<file path="src/rtl/pdm_level_reg.sv">
module pdm_level_reg #(
  parameter int unsigned W = 8
) (
  input  logic         clk,
  input  logic         rst_n,
  input  logic         ld,
  input  logic [W-1:0] din,
  output logic [W-1:0] q
);

  always_ff @(posedge clk or negedge rst_n) begin
    if (!rst_n) begin
      q <= '0;
    end else if (ld) begin
      q <= din;
    end
  end

endmodule

</file>
<file path="src/rtl/pdm_accum.sv">
module pdm_accum #(
  parameter int unsigned W = 8
) (
  input  logic         clk,
  input  logic         rst_n,
  input  logic         en,
  input  logic [W-1:0] inc,
  output logic         carry_w,
  output logic         bit_q
);

  logic [W-1:0] acc_q;
  logic [W:0]   step;

  // Extend both operands by one bit; the extra bit of the sum is the carry.
  function automatic logic [W:0] acc_add(input logic [W-1:0] a, input logic [W-1:0] b);
    return {1'b0, a} + {1'b0, b};
  endfunction

  assign step    = acc_add(acc_q, inc);
  assign carry_w = step[W];

  always_ff @(posedge clk or negedge rst_n) begin
    if (!rst_n) begin
      acc_q <= '0;
      bit_q <= 1'b0;
    end else if (!en) begin
      acc_q <= '0;
      bit_q <= 1'b0;
    end else begin
      acc_q <= step[W-1:0];
      bit_q <= carry_w;
    end
  end

endmodule

</file>
<file path="src/rtl/pdm_dac.sv">
module pdm_dac #(
  parameter int unsigned W = 8
) (
  input  logic         clk,
  input  logic         rst_n,
  input  logic         run_en,
  input  logic         level_ld,
  input  logic [W-1:0] level_in,
  output logic         pdm_out
);

  logic [W-1:0] held_q;
  logic         carry_w;

  pdm_level_reg #(.W(W)) u_level (
    .clk   (clk),
    .rst_n (rst_n),
    .ld    (level_ld),
    .din   (level_in),
    .q     (held_q)
  );

  pdm_accum #(.W(W)) u_accum (
    .clk     (clk),
    .rst_n   (rst_n),
    .en      (run_en),
    .inc     (held_q),
    .carry_w (carry_w),
    .bit_q   (pdm_out)
  );

endmodule

</file>
<file path="config.mk">
export PLATFORM = sky130hd
export DESIGN_NAME = pdm_dac
export DESIGN_NICKNAME = d
export VERILOG_FILES = /design/src/rtl/pdm_level_reg.sv /design/src/rtl/pdm_accum.sv /design/src/rtl/pdm_dac.sv
export SDC_FILE = /design/constraint.sdc
export NUM_CORES = 1
export LEC_CHECK = 0
export BUFFER_PORTS_ARGS = -buffer_cell sky130_fd_sc_hd__buf_2
export CAP_MARGIN = 20
export CORE_MARGIN = 5
export CORE_UTILIZATION = 56
export CTS_CLUSTER_SIZE = 10
export DETAILED_ROUTE_END_ITERATION = 7
export PLACE_DENSITY_LB_ADDON = 0.05
export SYNTH_ARGS = -nofsm -noshare
export SYNTH_HDL_FRONTEND = slang
export SYNTH_SLANG_ARGS = --single-unit
</file>
<file path="constraint.sdc">
create_clock -name clk -period 3.4 [get_ports clk]
set_clock_uncertainty 0.2 [all_clocks]
set_input_delay 0.34 -clock clk [delete_from_list [all_inputs] [get_ports clk]]
set_output_delay 0.34 -clock clk [all_outputs]
set_load 0.1 [all_outputs]
</file>
-- Word level (Yosys, flattened, before mapping)
Index checks and enable logic that the tools add are counted.
- register bits after elaboration: 17
- input bits: 12
- output and inout port bits: 1
- word-level logic and storage cells: 6
- add/subtract/negate cells: 1
- muxes and demuxes: 2
- operators with widths (kind ; count):
    adder 8 x 8 -> 9 bit ; 1
    2-to-1 mux 8 bit ; 1
    2-to-1 mux 1 bit ; 1

-- Logic depth before layout (Yosys ltp)
Gate-level depths: netlist (run 1).
- word-level depth: 2
- gate-level depth with buffers: 6

-- Modules after synthesis
A second synthesis (run 1) with hierarchy kept.
- cell total of the unflattened synthesis: 80
- area, all modules: 949.7 µm²
- modules (own cells, without submodules) (module ; times used ; cells each ; area each (µm²) ; seq. area each (µm²)):
    pdm_accum ; 1 ; 63 ; 618.1 ; 225.2
    pdm_level_reg ; 1 ; 17 ; 331.6 ; 200.2

-- Least setup slack after synthesis (run 1)
OpenSTA, ideal clock, no wires.
- kind: register to register
- start point: reg u_level.q[0]
- end point: reg u_accum.bit_q
- setup time: 120 ps
- data arrival time: 1705 ps
- required time: 3080 ps
- path slack: 1375 ps
- stages on the path, launching flop included: 7
- path through: dfrtp_1 > ha_1 > fa_1 > a21o_1 > a221oi_1 > o21ai_0 > o211a_1
- cells in the longest elaborated chain, start to end: 2
- ends and longest elaborated chain (item ; line ; text):
    start: declaration ; pdm_level_reg.sv:8 ; output logic [W-1:0] q
    start signal: assignment ; pdm_level_reg.sv:15 ; q <= din;
    adder 8 x 8 -> 9 bit ; pdm_accum.sv:17 ; return {1'b0, a} + {1'b0, b};
    2-to-1 mux 1 bit ; pdm_accum.sv:27 ; end else if (!en) begin
    end signal: assignment ; pdm_accum.sv:32 ; bit_q <= carry_w;
    end: declaration ; pdm_accum.sv:9 ; output logic bit_q
No other way between the ends.
A chain may end at the register's enable or synchronous reset.

-- Final worst setup path (run 1)
Ends and elaborated chain as after synthesis.

==> results.sh, run 1 <==
export IMPL_fin_crit_ns=2.18
export IMPL_netlist_cell_type_count=29
export IMPL_max_freq_mhz=459
export IMPL_startpoint_type="register"
export IMPL_clock_latency_ns=0.29
export IMPL_cts_tree="built"
export IMPL_ant_nets=0
export IMPL_io_pins=13
export IMPL_globalplace_congestion=0.713
export IMPL_drive_above_1_share_pct=27.5
export IMPL_ys_ff_latch=17
export IMPL_synthesis_instances=76
export IMPL_fin_crit_sh_pct=64.1
export IMPL_dieHeight_um=50.4
export IMPL_status="completed"
export IMPL_fp_dieW_um=50.4
export IMPL_worstPathRequired_ns=3.39
export IMPL_antenna_cells=0
export IMPL_grt_start_max_net_pins=18
export IMPL_grt_usage_pct=14.3
export IMPL_antenna_found_initial=0
export IMPL_row_count=14
export IMPL_dr_pass1_iters=2
export IMPL_via_count=628
export IMPL_worst_slew_pin_slew_ns=0.489
export IMPL_drv_slew=0
export IMPL_hold_violations=0
export IMPL_rsz0062_at_grt="false"
export IMPL_critPathKind="register to register"
export IMPL_die_area_um2=2540
export IMPL_numClockSinks=17
export IMPL_ys_warn_count=0
export IMPL_cts_root_buffer="clkbuf_4"
export IMPL_worstHoldPathType="primary input to register"
export IMPL_power_leakage_nw=0.519
export IMPL_maxCapViolations=0
export IMPL_drc=0
export IMPL_io_buffers=12
export IMPL_syn_nets=97
export IMPL_dp_cells=102
export IMPL_grt_ovfl_total=0
export IMPL_design_core_area_um2=1520
export IMPL_h_tree_depth=1
export IMPL_synth_yosys_seq_area_share_pct=46.6
export IMPL_timing_slew_headroom_pct=67.6
export IMPL_initial_core_util_pct=59.9
export IMPL_tns_ns=0
export IMPL_vdd_drop_max_uv=445
export IMPL_wl_per_cell_um=14.1
export IMPL_cts_made_buffers=3
export IMPL_setup_viol_count_final=0
export IMPL_avgSynthCellArea_um2=12.0
export IMPL_grt_pass1_wl_um=2780
export IMPL_synth_area_um2=912
export IMPL_instances_no_fill=107
export IMPL_drt_iter0_drc=2
export IMPL_p_per_area_nw_per_um2=647
export IMPL_clkTransAtPathRegs_ns=0.10
export IMPL_routed_via_density=5.87
export IMPL_cp_max_fo=2
export IMPL_total_power_w=0.000661
export IMPL_syn_to_final_growth_pct=12.1
export IMPL_post_cts_resized=0
export IMPL_arrival_ns=2.17
export IMPL_finalNetCount=113
export IMPL_cts_max_path_buffers=2
export IMPL_first_global_vias=658
export IMPL_critPathCaptureType="register"
export IMPL_wl_um=1510
==> registers in the layout, summed over array words and instances, names as in the netlist <==
name / flops
u_accum.acc_q: 8
u_level.q: 8
u_accum.bit_q: 1
==> cell usage after synthesis <==
cell	n	share of area, %
dfrtp_1	17	47
ha_1	8	11
mux2_2	8	9.9
and2_1	5	3.4
a21o_1	3	2.5
a21oi_1	3	1.6
nand2_1	3	1.2
and3_1	2	1.4
clkbuf_1	2	0.82
inv_1	2	0.82
nand3_1	2	1.1
nor2_1	2	0.82
o21ai_0	2	1.1
xnor2_1	2	1.9
a21boi_0	1	0.82
a221oi_1	1	0.96
and3b_2	1	1.1
fa_1	1	2.2
mux2i_1	1	1.1
nand3b_1	1	0.82
nand4_1	1	0.69
nand4b_1	1	0.96
nand4bb_1	1	1.2
nor3b_1	1	0.82
nor4bb_1	1	1.1
o211a_1	1	1.1
o32a_1	1	1.1
or4_1	1	0.82
xor2_1	1	0.96
==> power breakdown <==
group | leakage, nW | switching (W) | internal (W)
combinational | 0.292 | 0.000151 | 0.000135
clock | 0.0177 | 0.0000646 | 0.0000438
sequential | 0.210 | 0.0000193 | 0.000248
total | 0.519 | 0.000234 | 0.000427
==> stage by stage <==
stage	instance area, um^2	util [%]	setup slack (ns)	hold slack (ns)
global route	1020	67.1	1.05	0.0576
detailed placement	985	64.6	1.25	0.0814
CTS	1020	67.1	1.23	0.0640
finish	1020	67.1	1.22	0.0739
global placement	985	64.6	1.29	0.0759
floorplan	912	-	1.37	-0.156
==> cells by family after synthesis <==
group | count (synthesis) | share of synthesized area [%]
compound gates | 12 | 9.19
xor+xnor | 3 | 2.88
fa+ha+maj | 9 | 13.2
buf+inv | 4 | 1.65
flops | 17 | 46.6
mux | 9 | 11.0
simple gates | 22 | 15.5
==> cell usage in the layout (no fill, tap or decap), types with 2 or more instances in the layout <==
cell type,count
a21o_1,3
xnor2_1,2
buf_2,12
clkbuf_4,3
nand2_1,3
ha_1,8
o21ai_0,2
and2_1,5
mux2_2,8
dfrtp_1,17
nand3_1,2
and3_1,2
nor2_1,2
a21oi_1,3
inv_1,2
==> path summary, 6_finish.rpt <==
kind	to	from	slack (ns)	depth (start not counted)
min	u_level.q[3]	level_in[3]	0.07	2
min in group asynchronous	u_level.q[2]	rst_n	0.28	2
max	u_accum.bit_q	u_level.q[0]	1.22	6
max in group asynchronous	u_accum.acc_q[7]	rst_n	2.46	2
min reg2reg	u_level.q[3]	u_level.q[3]	0.33	1
max reg2reg	u_accum.bit_q	u_level.q[0]	1.22	6
==> routing by layer <==
| metal | GRT usage, % | up-vias | share of wire, % |
|---|---|---|---|
| met2 | 23.6 | 9 | 48 |
| met4 | 7.66 | 0 | 1.9 |
| met5 | 0 | - | 0 |
| li1 | - | 309 | - |
| met1 | 16.4 | 306 | 46 |
| met3 | 4.44 | 4 | 4.7 |
==> critical path: stages (launching register included) <==
cell	delay, ns
dfrtp_1	0.40
ha_1	0.23
fa_1	0.40
a21o_1	0.21
a221oi_1	0.37
o21ai_0	0.14
o211a_1	0.14
==> cell type report <==
class	instances	area [um^2]
fillers	132	502
multi-input cells	55	472
inverters	2	7.51
clock inverters	1	5.00
flip-flops and latches	17	425
repair buffers	13	70.1
clock buffers	3	22.5
well taps	16	20.0
==> repair_timing <==
action	in CTS	in global routing
hold endpoints to repair	17	0
hold buffers	1	0
setup buffers	0	0
(Power assumes the default switching activity.)
==> run 2: changes to the inputs <==
--- a/config.mk
+++ b/config.mk
@@ -5,10 +5,11 @@
 export SDC_FILE = /design/constraint.sdc
 export NUM_CORES = 1
 export LEC_CHECK = 0
+export ABC_AREA = 1
 export BUFFER_PORTS_ARGS = -buffer_cell sky130_fd_sc_hd__buf_2
 export CAP_MARGIN = 20
 export CORE_MARGIN = 5
-export CORE_UTILIZATION = 56
+export CORE_UTILIZATION = 54
 export CTS_CLUSTER_SIZE = 10
 export DETAILED_ROUTE_END_ITERATION = 7
 export PLACE_DENSITY_LB_ADDON = 0.05
==> constraint.sdc (replaced) <==
create_clock -name clk -period 2.1 [get_ports clk]
set_clock_uncertainty 0.2 [all_clocks]
set_input_delay 0.21 -clock clk [delete_from_list [all_inputs] [get_ports clk]]
set_output_delay 0.21 -clock clk [all_outputs]
set_load 0.1 [all_outputs]
==> run 2 against run 1 <==
  * Critical path type unchanged
  * Sequential cell count unchanged
  * Highest routed layer unchanged
  * Count of clock-buffer cells in the layout up 1
  * Area after synthesis decreased by 0.14%
  * Register-to-register slack got worse by 0.90 ns
  * Core utilization rose by 2.9 points
==> results.sh, run 2 <==
export IMPL_row_count=14
export IMPL_io_buffers=12
export IMPL_fin_crit_sh_pct=84.5
export IMPL_avgSynthCellArea_um2=9.59
export IMPL_setup_slack_ns=0.325
export IMPL_io_pins=13
export IMPL_reg_top3="u_accum.acc_q x8, u_level.q x8, u_accum.bit_q x1"
export IMPL_clkTransAtPathRegs_ns=0.09
export IMPL_instances_no_fill=134
export IMPL_synthTopCellsByCount="22 x nand2_1, 17 x dfrtp_1, 9 x inv_1, 9 x nor2_1"
export IMPL_pre_cts_slack_ns=0.327
export IMPL_antenna_cells=0
export IMPL_synth_edff_count=0
export IMPL_dr_pass1_iters=4
export IMPL_synth_area_leader_cell="dfrtp_1"
export IMPL_clock_latency_ns=0.28
export IMPL_ant_nets=0
export IMPL_critPathKind="register to register"
export IMPL_synth_most_common_cell="nand2_1"
export IMPL_postLayoutCoreUtil_pct=70.0
export IMPL_die_area_um2=2610
export IMPL_drv_slew=0
export IMPL_dpl_instance_area_um2=975
export IMPL_synth_top_cell_area_share_pct=46.7
export IMPL_first_global_vias=730
export IMPL_cp_max_fo=3
export IMPL_status="completed"
export IMPL_fp_dieW_um=51.1
export IMPL_post_cts_repair_setup_buffers=0
export IMPL_cts_root_buffer="clkbuf_4"
export IMPL_worst_slew_pin_slew_ns=0.488
export IMPL_vdd_drop_max_uv=662
export IMPL_finalInstanceArea_um2=1090
export IMPL_grt_pass1_wl_um=2960
export IMPL_max_freq_mhz=564
export IMPL_dp_cells=121
export IMPL_syn_nets=116
export IMPL_numClockSinks=17
export IMPL_worstPathRequired_ns=2.12
export IMPL_grt_ovfl_total=0
export IMPL_drc=0
export IMPL_netlist_cell_type_count=18
export IMPL_drt_iter0_drc=12
export IMPL_cts_max_path_buffers=2
export IMPL_nFillCells=120
export IMPL_place_hpwl_um=1200
export IMPL_rsz0062_at_grt="false"
export IMPL_startpoint_type="register"
export IMPL_finalNetCount=140
export IMPL_final_common_cell="nand2_1"
export IMPL_cts_hold_buf=9
export IMPL_initial_core_util_pct=58.4
export IMPL_synth_async_reset_ratio_pct=100
export IMPL_mostFrequentLayoutCells="22 x nand2_1, 17 x dfrtp_1, 12 x buf_2"
export IMPL_dieHeight_um=51.1
export IMPL_antenna_found_initial=0
export IMPL_grt_usage_pct=15.2
export IMPL_synth_area_leaders="dfrtp_1 47%, ha_1 11%, mux2_2 9.9%, nand2_1 9.1%, a21oi_1 4.4%"
export IMPL_post_cts_resized=0
export IMPL_drive_above_1_share_pct=21.2
export IMPL_maxCapViolations=0
export IMPL_timing_slew_headroom_pct=67.7
export IMPL_ys_ff_latch=17
export IMPL_fin_crit_ns=1.77
export IMPL_critPathCaptureType="register"
export IMPL_hold_violations=0
export IMPL_cts_tree="built"
export IMPL_wl_per_cell_um=12.3
export IMPL_via_count=686
export IMPL_syn_to_final_growth_pct=19.8
export IMPL_design_core_area_um2=1560
export IMPL_ff_latch_area_um2=425
export IMPL_tns_ns=0
export IMPL_cts_made_buffers=3
export IMPL_arrival_ns=1.79
export IMPL_p_per_area_nw_per_um2=958
export IMPL_multiInputGateArea_um2=435
export IMPL_routed_via_density=5.12
export IMPL_synthFlopType="dfrtp_1"
export IMPL_globalplace_congestion=0.784
export IMPL_setup_viol_count_final=0
export IMPL_synth_area_um2=911
export IMPL_power_leakage_nw=0.576
export IMPL_worstHoldPathType="primary input to register"
export IMPL_synthesis_instances=95
export IMPL_wl_um=1650
export IMPL_ys_warn_count=0
export IMPL_synth_yosys_seq_area_share_pct=46.7
export IMPL_grt_start_max_net_pins=18
export IMPL_h_tree_depth=1
run 2: cell types whose count changed in the layout (fill, tap and decap cells not counted), moves of 2 or more:
| cell | previous run | this run |
|---|---|---|
| nand2_1 | 3 | 22 |
| dlygate4sd3_1 | 1 | 9 |
| inv_1 | 2 | 9 |
| nor2_1 | 2 | 9 |
| a21oi_1 | 3 | 8 |
| and2_1 | 5 | 0 |
| a21o_1 | 3 | 0 |
| and3_1 | 2 | 0 |
| xnor2_1 | 2 | 0 |
run 2: final cells by class:
type,instances,area share [%]
multi-input cells,67,39.9
flip-flops and latches,17,39.0
repair buffers,21,13.8
inverters,9,3.10
clock buffers,4,2.41
well taps,16,1.83
run 2: power by group:
part	total (W)	leakage (nW)	internal, W	switching, W
Sequential	0.000425	0.210	0.000396	0.0000291
Combinational	0.000456	0.352	0.000183	0.000273
Clock	0.000165	0.0150	0.0000738	0.0000910
run 2: kinds of logic (layout without fill, tap and decap cells):
kind of cell               Yosys count  count (layout)  share of synthesized area, %
DFF                                 17              17                          46.7
adders and majority gates            9               9                          13.2
AOI/OAI and AO/OA                   12              12                          7.14
muxes                                8               8                          9.89
and+or+nand+nor                     38              38                          17.6
buffers and inverters               11              34                          5.49
run 2: per-stage QoR:
| step | total power [W] | hold WS [ns] |
|---|---|---|
| after floorplan | 0.000785 | -0.286 |
| after global placement | 0.000861 | -0.0539 |
| after detailed placement | 0.000873 | -0.0535 |
| after CTS | 0.00106 | 0.0140 |
| after global routing | 0.00116 | 0.0153 |
| final | 0.00105 | 0.0273 |
run 2: critical path, cell delays in order, from the launching register on:
cell      delay, ns
dfrtp_1        0.39
ha_1           0.23
fa_1           0.40
nand2_1        0.08
nand2_1        0.07
nand3b_1       0.09
nand2_1        0.07
nand2_1        0.06
nand2_1        0.05
nor2_1         0.08
run 2: path summary, 6_finish.rpt:
check                             startpoint          endpoint  slack (ns)  depth (start not counted)
worst min-delay path                  run_en  u_accum.acc_q[1]        0.03                          3
worst max-delay path            u_level.q[0]  u_accum.acc_q[6]        0.33                          9
min in group asynchronous              rst_n      u_level.q[0]        0.18                          2
max in group asynchronous              rst_n  u_accum.acc_q[6]        1.25                          2
worst min register to register  u_level.q[0]      u_level.q[0]        0.32                          1
worst max register to register  u_level.q[0]  u_accum.acc_q[6]        0.33                          9
run 2: per-layer routing:
layer	wire (um)	GRT usage [%]	share of wire, %
met3	68	5.23	4.1
met4	8	4.04	0.49
met5	0	0	0
met1	751	18.3	46
met2	819	25.8	50
==> run 3: changes to the inputs <==
--- a/config.mk
+++ b/config.mk
@@ -9,7 +9,7 @@
 export BUFFER_PORTS_ARGS = -buffer_cell sky130_fd_sc_hd__buf_2
 export CAP_MARGIN = 20
 export CORE_MARGIN = 5
-export CORE_UTILIZATION = 54
+export CORE_UTILIZATION = 49
 export CTS_CLUSTER_SIZE = 10
 export DETAILED_ROUTE_END_ITERATION = 7
 export PLACE_DENSITY_LB_ADDON = 0.05
==> constraint.sdc (replaced) <==
create_clock -name clk -period 1.55 [get_ports clk]
set_clock_uncertainty 0.2 [all_clocks]
set_input_delay 0.155 -clock clk [delete_from_list [all_inputs] [get_ports clk]]
set_output_delay 0.155 -clock clk [all_outputs]
set_load 0.1 [all_outputs]
==> run 3 against run 2 <==
  * The run now ends with negative hold slack, negative setup slack left
  * Core utilization is 1.1 points higher
  * Global-route usage down 0.48 points
  * Routed wire length up 8.4%
  * Clock power increased by 35%
  * Non-clock buffer count up 4
  * Design area rose by 14%
  * Worst hold slack lost 0.061 ns
  * Total power grew 57%
  * Die area rose by 8.2%
  * First-iteration DRC count decreased by 25%
  * Via count up 3.8%
  * Final cell count increased by 9.7%
  * Highest routed layer is now met3
==> results.sh, run 3 (synthesized netlist as in run 2, its figures left out) <==
export IMPL_status="complete, but fails checks"
export IMPL_violations="negative hold slack, negative setup slack"
export IMPL_cp_endpoint="u_accum.acc_q[6]"
export IMPL_top_usage_layer="met2"
export IMPL_cts_root_buffer="clkbuf_4"
export IMPL_cp_depth=9
export IMPL_rr_endpoint="u_accum.acc_q[6]"
export IMPL_clkPwrFrac_pct=13.6
export IMPL_grtUsageMet2_pct=25.4
export IMPL_syn_to_final_growth_pct=36.1
export IMPL_reg_top3="u_accum.acc_q x8, u_level.q x8, u_accum.bit_q x1"
export IMPL_r2r_start="u_accum.acc_q[0]"
export IMPL_drc=0
export IMPL_grt_ovfl_total=0
export IMPL_timing_hold_ws_ns=-0.0336
export IMPL_fin_crit_sh_pct=107
export IMPL_cts_made_buffers=3
export IMPL_globalplace_congestion=0.725
export IMPL_h_tree_depth=1
export IMPL_io_buffers=12
export IMPL_drive_above_1_share_pct=40.2
export IMPL_grt_util_met3_pct=4.51
export IMPL_multiInputGateArea_um2=542
export IMPL_cts_hold_buf=9
export IMPL_wl_per_cell_um=12.1
export IMPL_worstHoldPathType="primary input to register"
export IMPL_worst_slew_pin_slew_ns=0.487
export IMPL_critical_path_buf_inv_count=0
export IMPL_drt_iter0_drc=9
export IMPL_instances_no_fill=147
export IMPL_grtUsageMet1_pct=18.6
export IMPL_crit_chain="ha_2, fa_2, nand2_1, nand2_1, nand3b_1, nand2_1, nand2_1, nand2_1, nor2_1"
export IMPL_setup_slack_ns=-0.110
export IMPL_switching_power_w=0.000626
export IMPL_grt_pass1_wl_um=3020
export IMPL_via_count=712
export IMPL_cpMostUsedCell="nand2_1"
export IMPL_fin_crit_ns=1.66
export IMPL_ff_latch_area_um2=425
export IMPL_sequentialPowerShare_pct=37.1
export IMPL_wl_um=1790
export IMPL_arrival_ns=1.69
export IMPL_p_int_w=0.00101
export IMPL_numClockSinks=17
export IMPL_grt_usage_pct=14.7
export IMPL_clock_latency_ns=0.29
export IMPL_startpoint_type="register"
export IMPL_crit_slowest_cell="dfrtp_1"
export IMPL_critPathCaptureType="register"
export IMPL_cts_max_path_buffers=2
export IMPL_dieHeight_um=53.1
export IMPL_first_global_vias=694
export IMPL_grt_start_max_net_pins=18
export IMPL_cp_max_fo=2
export IMPL_worstPathRequired_ns=1.58
export IMPL_setup_viol_count_final=4
export IMPL_critPathKind="register to register"
export IMPL_antenna_cells=0
export IMPL_worstRegToRegCells=9
export IMPL_cts_tree="built"
export IMPL_antenna_found_initial=0
export IMPL_rsz0062_at_grt="true"
export IMPL_mostFrequentLayoutCells="17 x nand2_1, 17 x dfrtp_1, 12 x buf_2, 9 x inv_1, 9 x dlygate4sd3_1"
export IMPL_initial_core_util_pct=52.2
export IMPL_design_core_area_um2=1750
export IMPL_maxCapViolations=0
export IMPL_critPathLaunch="u_accum.acc_q[0]"
export IMPL_die_area_um2=2820
export IMPL_finalInstanceArea_um2=1240
export IMPL_place_hpwl_um=1210
export IMPL_cp_top_family="adder cells"
export IMPL_power_leakage_nw=0.599
export IMPL_vdd_drop_max_uv=868
export IMPL_dp_cells=133
export IMPL_routed_via_density=4.84
export IMPL_ant_nets=0
export IMPL_max_stage_delay_ns=0.38
export IMPL_max_freq_mhz=602
export IMPL_swShare_pct=38.2
export IMPL_p_per_area_nw_per_um2=1320
export IMPL_clkTransAtPathRegs_ns=0.09
export IMPL_row_count=15
export IMPL_p_comb_share_pct=49.3
export IMPL_nFillCells=147
export IMPL_hold_violations=7
export IMPL_fp_dieW_um=53.1
export IMPL_timing_slew_headroom_pct=67.8
export IMPL_pre_cts_slack_ns=-0.103
export IMPL_drv_slew=0
export IMPL_r2r_slack_ns=-0.11
export IMPL_dr_pass1_iters=4
export IMPL_io_pins=13
export IMPL_dpl_instance_area_um2=1010
export IMPL_total_power_w=0.00164
export IMPL_finalNetCount=144
[run 3: cell types whose count changed in the layout (fill, tap and decap cells not counted), sizes merged]
cell | before | now
buf | 12 | 16
clkbuf | 4 | 3
clkinv | 0 | 1
[run 3: worst min-delay path, delay by kind of cell]
kind	cells	cell delay (ns)
AND/OR/NAND/NOR	2	0.11
buffers and inverters	1	0.16
[run 3: per-stage QoR]
step	utilization, %	TNS [ns]	hold slack, ns
finish	71.0	-0.306	-0.0336
global route	71.0	-0.647	-0.0494
CTS	66.4	-0.234	-0.0421
detailed placement	58.1	-0.332	-0.107
global placement	58.1	-0.140	-0.104
floorplan	-	-0.0625	-0.341
[run 3: layer usage]
metal	part of all wire, %	wire length, um	up-vias
li1	-	-	366
met1	45	803	330
met2	50	893	16
met3	4.9	88	0
met4	0	0	0
met5	0	0	-
[run 3: final cells by class]
class / count / share of cell area, %
timing repair buffer: 25 / 14.5
tap: 25 / 2.52
sequential: 17 / 34.3
clock buffer: 3 / 1.82
inverter: 9 / 2.72
clock inverter: 1 / 0.404
multi-input combinational: 67 / 43.7
[run 3: timing repair]
action / in CTS / in global routing
hold endpoints to repair: 34 / 5
gates resized for setup: 3 / 15
setup buffers: 0 / 1
pin swaps: 2 / 2
setup endpoints to repair: 7 / 7
[run 3: worst min path at each step]
stage	startpoint	endpoint	slack, ns	cells after the start
floorplan	rst_n	u_accum.acc_q[0]	-0.34	0
global placement	rst_n	u_level.q[1]	-0.10	1
detailed placement	rst_n	u_level.q[1]	-0.11	1
CTS	run_en	u_accum.acc_q[6]	-0.04	3
global route	run_en	u_accum.acc_q[6]	-0.05	3
finish	run_en	u_accum.acc_q[4]	-0.03	3
[run 3: power groups by stage]
stage          logic [W]  clock network [W]  registers [W]
3_3_place_gp    0.000622                  0       0.000586
5_1_grt         0.000909           0.000262       0.000619
3_5_place_dp    0.000635                  0       0.000588
6_report        0.000808           0.000222       0.000608
2_1_floorplan   0.000433                  0       0.000633
4_1_cts         0.000688           0.000235       0.000590
